--- src/rtl/rxd_pkg.sv ---
package rxd_pkg;
  // Default geometry of the receive decoder.
  localparam int unsigned RXD_WORD_W   = 20; // line bits per word clock
  localparam int unsigned RXD_TAP_NEAR = 4;  // near feedback tap of x^9+x^4+1
  localparam int unsigned RXD_TAP_FAR  = 9;  // far tap, also the history depth
endpackage

--- src/rtl/rxd_nrzi_undo.sv ---
// Transition decoding (x+1): each bit is XORed with the line bit before it.
// The last line bit of a word is carried into the next word.
module rxd_nrzi_undo #(
  parameter int unsigned WORD_W = rxd_pkg::RXD_WORD_W
) (
  input  logic              clk,
  input  logic [WORD_W-1:0] line_word,
  output logic [WORD_W-1:0] trans_word
);
  logic tail_q;

  function automatic logic [WORD_W-1:0] undo_nrzi(input logic [WORD_W-1:0] t,
                                                  input logic prev);
    logic [WORD_W:0] ext;
    ext = {t, prev};
    return ext[WORD_W:1] ^ ext[WORD_W-1:0];
  endfunction

  // No reset: self-synchronizing state, valid after one word.
  always_ff @(posedge clk) tail_q <= line_word[WORD_W-1];

  assign trans_word = undo_nrzi(line_word, tail_q);
endmodule

--- src/rtl/rxd_descram.sv ---
// Self-synchronizing descrambler: d[n] = s[n] ^ s[n-NEAR] ^ s[n-FAR].
module rxd_descram #(
  parameter int unsigned WORD_W   = rxd_pkg::RXD_WORD_W,
  parameter int unsigned TAP_NEAR = rxd_pkg::RXD_TAP_NEAR,
  parameter int unsigned TAP_FAR  = rxd_pkg::RXD_TAP_FAR
) (
  input  logic              clk,
  input  logic [WORD_W-1:0] trans_word,
  output logic [WORD_W-1:0] data_word
);
  localparam int unsigned EXT_W = WORD_W + TAP_FAR;

  logic [TAP_FAR-1:0] hist_q;   // hist_q[j] = s[first bit of word - FAR + j]
  logic [EXT_W-1:0]   ext;

  assign ext = {trans_word, hist_q};

  for (genvar i = 0; i < WORD_W; i++) begin : g_bit
    assign data_word[i] = ext[i + TAP_FAR] ^ ext[i + TAP_FAR - TAP_NEAR] ^ ext[i];
  end

  // Requires WORD_W >= TAP_FAR: the history comes from the current word only.
  always_ff @(posedge clk) hist_q <= trans_word[WORD_W-1 -: TAP_FAR];
endmodule

--- src/rtl/rxd_startup.sv ---
// Counts line bits since reset until the decode history is fully fed.
module rxd_startup #(
  parameter int unsigned WORD_W  = rxd_pkg::RXD_WORD_W,
  parameter int unsigned TAP_FAR = rxd_pkg::RXD_TAP_FAR
) (
  input  logic clk,
  input  logic rst,
  output logic hist_full
);
  localparam int unsigned NEED  = TAP_FAR + 1;          // history bits per output bit
  localparam int unsigned CNT_W = $clog2(NEED + WORD_W + 1);

  logic [CNT_W-1:0] seen_q;

  assign hist_full = (seen_q >= CNT_W'(NEED));

  always_ff @(posedge clk) begin
    if (rst)             seen_q <= '0;
    else if (!hist_full) seen_q <= seen_q + CNT_W'(WORD_W);
  end

  AST_FULL_STICKY: assert property (@(posedge clk) disable iff (rst)
    hist_full |=> hist_full);
endmodule

--- src/rtl/rxd_word_descrambler.sv ---
module rxd_word_descrambler #(
  parameter int unsigned WORD_W   = rxd_pkg::RXD_WORD_W,
  parameter int unsigned TAP_NEAR = rxd_pkg::RXD_TAP_NEAR,
  parameter int unsigned TAP_FAR  = rxd_pkg::RXD_TAP_FAR
) (
  input  logic              clk,
  input  logic              rst,
  input  logic [WORD_W-1:0] line_in,
  output logic [WORD_W-1:0] data_out,
  output logic              data_ok
);
  logic [WORD_W-1:0] trans_word;  // transition-decoded stream
  logic [WORD_W-1:0] plain_word;  // descrambled, before the output register
  logic              hist_full;   // startup tracker event

  rxd_nrzi_undo #(.WORD_W(WORD_W)) u_nrzi (
    .clk        (clk),
    .line_word  (line_in),
    .trans_word (trans_word)
  );

  rxd_descram #(.WORD_W(WORD_W), .TAP_NEAR(TAP_NEAR), .TAP_FAR(TAP_FAR)) u_descram (
    .clk        (clk),
    .trans_word (trans_word),
    .data_word  (plain_word)
  );

  rxd_startup #(.WORD_W(WORD_W), .TAP_FAR(TAP_FAR)) u_startup (
    .clk       (clk),
    .rst       (rst),
    .hist_full (hist_full)
  );

  always_ff @(posedge clk) begin
    if (rst) begin
      data_out <= '0;
      data_ok  <= 1'b0;
    end else begin
      data_out <= plain_word;
      data_ok  <= hist_full;
    end
  end

  AST_PRIME_WORD_LOW: assert property (@(posedge clk) disable iff (rst)
    $fell(rst) |-> !data_ok);
  AST_OK_HOLDS: assert property (@(posedge clk) disable iff (rst)
    data_ok |=> data_ok);
  AST_ZERO_LINE: assert property (@(posedge clk) disable iff (rst)
    (data_ok && $past(line_in) == '0 && $past(line_in, 2) == '0) |-> data_out == '0);
  AST_ONES_LINE: assert property (@(posedge clk) disable iff (rst)
    (data_ok && $past(line_in) == '1 && $past(line_in, 2) == '1) |-> data_out == '0);
endmodule

--- config.mk ---
export PLATFORM = sky130hd
export DESIGN_NAME = rxd_word_descrambler
export DESIGN_NICKNAME = d
export VERILOG_FILES = /design/src/rtl/rxd_pkg.sv /design/src/rtl/rxd_nrzi_undo.sv /design/src/rtl/rxd_descram.sv /design/src/rtl/rxd_startup.sv /design/src/rtl/rxd_word_descrambler.sv
export SDC_FILE = /design/constraint.sdc
export NUM_CORES = 1
export LEC_CHECK = 0
export ABC_AREA = 1
export BUFFER_PORTS_ARGS = -buffer_cell sky130_fd_sc_hd__clkbuf_2
export CAP_MARGIN = 15
export CORE_MARGIN = 1
export CORE_UTILIZATION = 35
export CTS_CLUSTER_DIAMETER = 50
export DETAILED_ROUTE_END_ITERATION = 8
export PLACE_DENSITY_LB_ADDON = 0.08
export SYNTH_ARGS = -nofsm -noshare
export SYNTH_HDL_FRONTEND = slang
export SYNTH_SLANG_ARGS = --single-unit
--- constraint.sdc ---
create_clock -name clk -period 0.89 [get_ports clk]
set_input_delay 0.178 -clock clk [delete_from_list [all_inputs] [get_ports clk]]
set_output_delay 0.178 -clock clk [all_outputs]
set_load 0.03 [all_outputs]
# == Word level (Yosys, flattened, before mapping) ==
# Cells that the tools add are included.
# totals
regBits,36
inputBits,22
out_inout_bits,21
wordCells,48
# classes
n_addsub,1
order_cmp,1
bitwise_logic,41
# ops
cell,n
1-bit bitwise XOR,40
20-bit bitwise XOR,1
"5-bit adder, second input constant",1
"5-bit by 4-bit greater-or-equal comparator with 1-bit output, second input constant",1

# == Logic depth before layout (Yosys ltp) ==
# Gate-level depths: netlist of the first run.
# logic_depth
ltp_word,3
ltp_mapped,8
mapped_depth_nobuf,8

# == Hierarchy ==
# Synthesis of the first run repeated with hierarchy kept, for this count alone.
# unflattened
cells_unflattened,323
area_unflattened_um2,1823.0
# modules_own_cells
mod,n_inst,cells_each,area_each_um2
rxd_descram,1,158,764.5
rxd_word_descrambler,1,65,600.6
rxd_nrzi_undo,1,82,324.1
rxd_startup,1,18,133.9

# == Worst setup path before layout of the first run ==
# Ideal clock, no wire load.
# synth_timing
path_type,register to register
from,reg u_nrzi.tail_q
to,reg data_out[9]
setup_ns,0.115
arrival_time_ns,0.805
t_required_ns,0.775
setup_slack_ns,-0.030
stages_incl_launch_ff,5
synth_period_minus_slack_ns,0.920
path_cell_list,dfxtp_1 > xnor2_1 > inv_1 > a21oi_1 > nor2_1
# synth_via
elab_chain_cells,2
# synth_lines
item,line_no,text
start: declaration,rxd_nrzi_undo.sv:10,logic tail_q;
start signal: assignment,rxd_nrzi_undo.sv:20,always_ff @(posedge clk) tail_q <= line_word[WORD_W-1];
20-bit bitwise XOR,rxd_nrzi_undo.sv:16,return ext[WORD_W:1] ^ ext[WORD_W-1:0];
1-bit bitwise XOR,rxd_descram.sv:19,assign data_word[i] = ext[i + TAP_FAR] ^ ext[i + TAP_FAR - TAP_NEAR] ^ ext[i];
end signal: assignment,rxd_word_descrambler.sv:39,data_out <= plain_word;
end: declaration,rxd_word_descrambler.sv:9,"output logic [WORD_W-1:0] data_out,"
# No other way between the ends.
# A chain may end at the register's enable or synchronous reset.

# == Worst setup path in the final report of the first run ==
# layout_timing
from,reg data_out[16]
to,out data_out[16]
# No word-level cell between the ends.

==> flow_summary_export.csv, run 1 <==
group,metric,value,unit
global_routing,antenna_found_initial,0,
synth,synth_area,1789,µm²
worst_setup_path,crit_path_max_fanout,1,
sta,fin_ws,-0.03714,ns
worst_setup_path,path_delay_family,"flip-flops",
sta,setup_viol,22,
sta,hold_viol_final,0,
place,port_buffers,42,
global_routing,grt_pass1_wl,7.659,mm
clock_network,cts_buffers,5,
global_routing,grt_overflow,0,
floorplanning,die_h,73.50,µm
clock_network,clock_latency,0.29,ns
route,drc_errors,0,
worst_setup_path,critPathKind,"flip-flop to output port",
min_path,min_path_type,"input port to flip-flop",
worst_setup_path,path_buf_inv,1,
route,drt-initial-drc-count,55,
route,first_pass_iters,4,
clock_network,path_clk_slew,0.07,ns
sta,finalCritPeriodShare,1.042,
synth,avgSynthCellArea,5.847,µm²
run,maxCapViolCount,0,
route,ant_nets,0,
route,drt_wl_total,4.563,mm
global_routing,track_usage,0.1904,
final_layout,final_common_cell,"nand2_1",
sta,slew_headroom,0.8187,
sta,worst_pin_slew,0.2699,ns
place,gp_congestion,0.7675,
clock_network,h-tree-depth,2,
synth,synthDistinctLibCells,16,
worst_setup_path,crit_arrival,0.75,ns
synth,netlist_instances,306,
clock_network,root_buffer,"clkbuf_8",
pwr,power.total,4.524,mW
worst_setup_path,endpoint_kind,"output port",
clock_network,tritoncts,"done",
route,dr_total_vias,1901,
floorplanning,dieArea,5402,µm²
sta,rsz0062_at_grt,"true",
worst_setup_path,worst_path_max_delay_cell,"dfxtp_2",
synth,ys_ff_latch,34,
global_routing,grt_use_met1,0.2517,
worst_setup_path,max_stage_delay,0.34,ns
sta,min_period,0.9271,ns
synth,syn_nets,329,
sta,fmax,1079,MHz
global_routing,grt_start_max_net_pins,18,
floorplanning,core,4817,µm²
pwr,powerDensity,1737,nW/µm²
global_routing,grt_pass1_vias,1722,
clock_network,clock_path_buffers,2,
sta,tns,-0.5580,ns
sta,finClkSkew,0.002451,ns
final_layout,final_cell_mix,"nand2_1 (179), nor2_1 (29), dfxtp_2 (26)",
worst_setup_path,path_cells,"buf_8",
floorplanning,initial_core_util,0.3714,
floorplanning,fp.dieW,73.50,µm
route,via_per_inst,4.360,
sta,slew_violations,0,
worst_setup_path,critPathRequiredTime,0.71,ns
synth,ys_seq_area_frac,0.3804,
global_routing,grtUsageMet2,0.3028,
worst_setup_path,cp-start-kind,"flip-flop",
final_layout,diodes,0,
pwr,leakage,1.439,nW
floorplanning,row_count,25,
final_layout,drive_gt1_frac,0.2927,
global_routing,grt_use_met3,0.04252,
place,dp_hpwl,3.601,mm
status,violations,"setup timing",
pwr,vdd_drop_max,0.0006966,V
clock_network,cts_sinks,34,
route,post_drt_wl_per_cell,10.47,µm
clock_network,hold_buffers,0,
final_layout,area_delta_synth_final,45.59,%
synth,ys.warnings.count,0,
floorplanning,io_pins,43,
status,status,"complete, but fails checks",
global_routing,top_usage_layer,"met2",
final_layout,fin_nets,391,
[Yosys cell counts, drive strengths merged]
cell / count / share of area
dfxtp: 34 / 0.38
inv: 27 / 0.057
o31ai: 1 / 0.0042
a21oi: 13 / 0.038
ha: 1 / 0.0070
nand2: 181 / 0.38
nor2: 29 / 0.061
clkinv: 1 / 0.0021
buf: 2 / 0.0056
o21ai: 2 / 0.0056
nand3: 6 / 0.017
or2: 3 / 0.010
xnor2: 6 / 0.029
[flip-flops by register name, summed over array words and instances, names as in the netlist]
name / cells
data_out: 20
u_descram.hist_q: 9
u_startup.seen_q: 3
data_ok: 1
u_nrzi.tail_q: 1
[per-layer routing]
| metal | share of wire | wire (µm) |
|---|---|---|
| met5 | 0 | 0 |
| met4 | 0.010 | 46 |
| met2 | 0.45 | 2038 |
| met3 | 0.053 | 240 |
| met1 | 0.49 | 2238 |
[report_power, final]
| part | total (mW) | switching (mW) | internal, mW |
|---|---|---|---|
| clock | 1.41 | 0.575 | 0.838 |
| combinational | 1.29 | 0.710 | 0.584 |
| sequential | 1.82 | 0.116 | 1.70 |
[final timing paths]
check	from	end	slack, ns	cells after the start
worst max-delay path	data_out[16]	data_out[16]	-0.04	1
worst max register to register	u_descram.hist_q[8]	data_out[3]	-0.01	3
worst min register to register	u_startup.seen_q[2]	u_startup.seen_q[2]	0.51	1
worst min-delay path	line_in[19]	u_nrzi.tail_q	0.05	1
[cells by family (layout without fill, tap and decap cells)]
kind of cell               after synthesis  after routing  synth area share
and+or+nand+nor                        219            219            0.4706
DFF                                     34             34            0.3804
adders and majority gates                1              1          0.006992
xor gates and xnor gates                 6              6           0.02937
buffers and inverters                   30             93           0.06434
AOI/OAI and AO/OA                       16             16           0.04826
[final cells by class]
| type | count | area, µm² |
|---|---|---|
| sequential | 34 | 716.9 |
| multi-input combinational | 242 | 1055 |
| inverter | 28 | 106.4 |
| tap | 67 | 83.83 |
| timing repair buffer | 57 | 536.8 |
| fill | 487 | 2212 |
| clock inverter | 1 | 30.03 |
| clock buffer | 7 | 76.32 |
[repair_timing]
action	in CTS	in global routing
endpoints found under the setup margin	25	31
resized for setup	68	35
pin swaps	1	4
setup buffers	1	0
[metrics by stage]
stage	hold slack, ns	area [µm²]	std cells	util	setup WS (ns)
after floorplan	0.2057	1798	306	-	0.03443
after global placement	0.3383	2187	427	0.4540	-0.1596
after detailed placement	0.3421	2187	427	0.4540	-0.1563
after CTS	0.04039	2534	436	0.5260	-0.06096
after global routing	0.03724	2605	436	0.5408	-0.06812
final	0.05107	2605	436	0.5408	-0.03714
(Power assumes the default switching activity.)
==> run 2, diff against run 1 <==
PLACE_DENSITY_LB_ADDON = not set   (was 0.08)
==> run 2 against run 1 <==
  * The flow still finishes with violations (setup timing)
  * Clock power shrank 14%
  * Die area unchanged
  * Critical endpoint is now data_out[17]
  * Clock skew grew 0.0039 ns
  * Combinational power is essentially flat
  * Final area is 1.7% lower
  * Critical path depth did not move
  * Setup slack improved by 0.0027 ns
  * Worst hold slack worse by 0.014 ns
==> flow_summary_export.csv, run 2 (synthesis gave the netlist of run 1 again) <==
group,metric,value,unit
status,status,"complete, but fails checks",
status,violations,"setup timing",
worst_setup_path,crit_path_max_fanout,1,
pwr,leakage,1.412,nW
final_layout,largest_reg_flops,20,
final_layout,final.fill_count,473,
worst_setup_path,cp-start-kind,"flip-flop",
sta,tns,-0.5861,ns
sta,fin_ws,-0.03440,ns
run,maxCapViolCount,0,
global_routing,antenna_found_initial,0,
pwr,vdd_drop_max,0.0006027,V
global_routing,grt_use_met1,0.2387,
place,gp_congestion,0.8059,
global_routing,top_usage_layer,"met2",
clock_network,postCtsSetupBuffers,0,
final_layout,area_delta_synth_final,43.08,%
worst_setup_path,path_buf_inv,1,
clock_network,tritoncts,"done",
global_routing,grt_pass1_wl,7.251,mm
min_path,min_path_type,"input port to flip-flop",
final_layout,drive_gt1_frac,0.2959,
clock_network,clock_latency,0.29,ns
final_layout,reg_top3,"data_out x20, u_descram.hist_q x9, u_startup.seen_q x3",
worst_setup_path,path_cells,"buf_8",
min_path,whs_path_depth,1,
sta,rsz0062_at_grt,"true",
sta,hold_viol_final,0,
worst_setup_path,crit_arrival,0.75,ns
route,via_per_inst,4.366,
sta,min_period,0.9244,ns
route,ant_nets,0,
final_layout,final_common_cell,"nand2_1",
global_routing,grtUsageMet2,0.2936,
worst_setup_path,path_delay_family,"flip-flops",
sta,slew_headroom,0.7989,
clock_network,path_clk_slew,0.08,ns
global_routing,track_usage,0.1834,
final_layout,diodes,0,
place,port_buffers,42,
global_routing,grt_pass1_vias,1624,
worst_setup_path,critPathRequiredTime,0.71,ns
worst_setup_path,r2r_cells,3,
place,dp_hpwl,3.545,mm
clock_network,h-tree-depth,2,
worst_setup_path,worst_path_max_delay_cell,"dfxtp_2",
worst_setup_path,endpoint_kind,"output port",
sta,setup_viol,25,
final_layout,fin_nets,387,
global_routing,grt_start_max_net_pins,18,
final_layout,final_cell_mix,"nand2_1 (179), nor2_1 (28), dfxtp_2 (23), clkbuf_2 (21), buf_8 (21)",
floorplanning,initial_core_util,0.3714,
clock_network,root_buffer,"clkbuf_8",
route,first_pass_iters,4,
sta,finClkSkew,0.006317,ns
final_layout,multi_input_area,1047,µm²
sta,finalCritPeriodShare,1.039,
route,drt-initial-drc-count,66,
sta,fmax,1082,MHz
route,dr_total_vias,1886,
floorplanning,die_h,73.50,µm
clock_network,clock_path_buffers,2,
floorplanning,io_pins,43,
global_routing,grt_overflow,0,
worst_setup_path,max_stage_delay,0.34,ns
sta,slew_violations,0,
final_layout,final_util,0.5314,
floorplanning,core,4817,µm²
route,post_drt_wl_per_cell,10.42,µm
clock_network,cts_buffers,5,
floorplanning,dieArea,5402,µm²
route,drt_wl_total,4.500,mm
floorplanning,fp.dieW,73.50,µm
place,dpl_worst_slack,-0.1978,ns
floorplanning,row_count,25,
clock_network,cts_sinks,34,
final_layout,regMostFlops,"data_out",
global_routing,grt_use_met3,0.04252,
route,drc_errors,0,
pwr,powerDensity,1677,nW/µm²
final_layout,seqCellArea,724.4,µm²
worst_setup_path,critPathKind,"flip-flop to output port",
worst_setup_path,crit_cells,1,
sta,worst_pin_slew,0.2995,ns
## run 2: changes by cell type in the layout (fill, tap and decap cells not counted), sizes merged
| cell | previous run | this run |
|---|---|---|
| buf | 36 | 32 |
| bufinv | 1 | 0 |
| clkbuf | 28 | 27 |
| clkinv | 1 | 2 |
| clkinvlp | 0 | 1 |
## run 2: final cells by class
type | instances | area share
clock buffer | 6 | 0.03226
clock inverter | 2 | 0.004888
inverter | 28 | 0.04154
multi-input combinational | 242 | 0.4091
sequential | 34 | 0.2830
tap | 67 | 0.03275
timing repair buffer | 53 | 0.1965
## run 2: layer usage
metal	vias to the layer above	routed length, µm
li1	1033	-
met1	811	2210
met2	38	2054
met3	4	165
met4	0	70
met5	-	0
## run 2: path summary, 6_finish.rpt
path | endpoint | startpoint | slack [ns]
min reg2reg | u_startup.seen_q[2] | u_startup.seen_q[2] | 0.49
min | u_nrzi.tail_q | line_in[19] | 0.04
max | data_out[17] | data_out[17] | -0.03
max reg2reg | data_out[1] | u_descram.hist_q[6] | -0.02
## run 2: per-stage QoR
stage               total power [mW]  hold WS [ns]  area (µm²)  cells
finish                         4.293       0.03757        2560    432
global route                   4.535       0.03395        2560    432
CTS                            4.223       0.03572        2487    432
detailed placement             2.819        0.3321        2165    424
global placement               2.809        0.3256        2165    424
floorplan                      2.472        0.2057        1798    306
## run 2: repair_timing
action,in CTS,in global routing
pin swaps,1,6
gates resized for setup,67,39
hold buffers,0,0
endpoints found under the setup margin,25,32
## run 2: where the power goes
| group | switching (mW) | leakage [nW] | internal [mW] | total (mW) |
|---|---|---|---|---|
| combinational | 0.707 | 1.07 | 0.563 | 1.27 |
| sequential | 0.113 | 0.292 | 1.70 | 1.81 |
| clock | 0.590 | 0.0472 | 0.622 | 1.21 |
## run 2: worst reg2reg max path, stage by stage, from the launching register on
cell and delay, ns:
dfxtp_4 0.36, xnor2_2 0.13, or2_1 0.24, a21oi_2 0.12
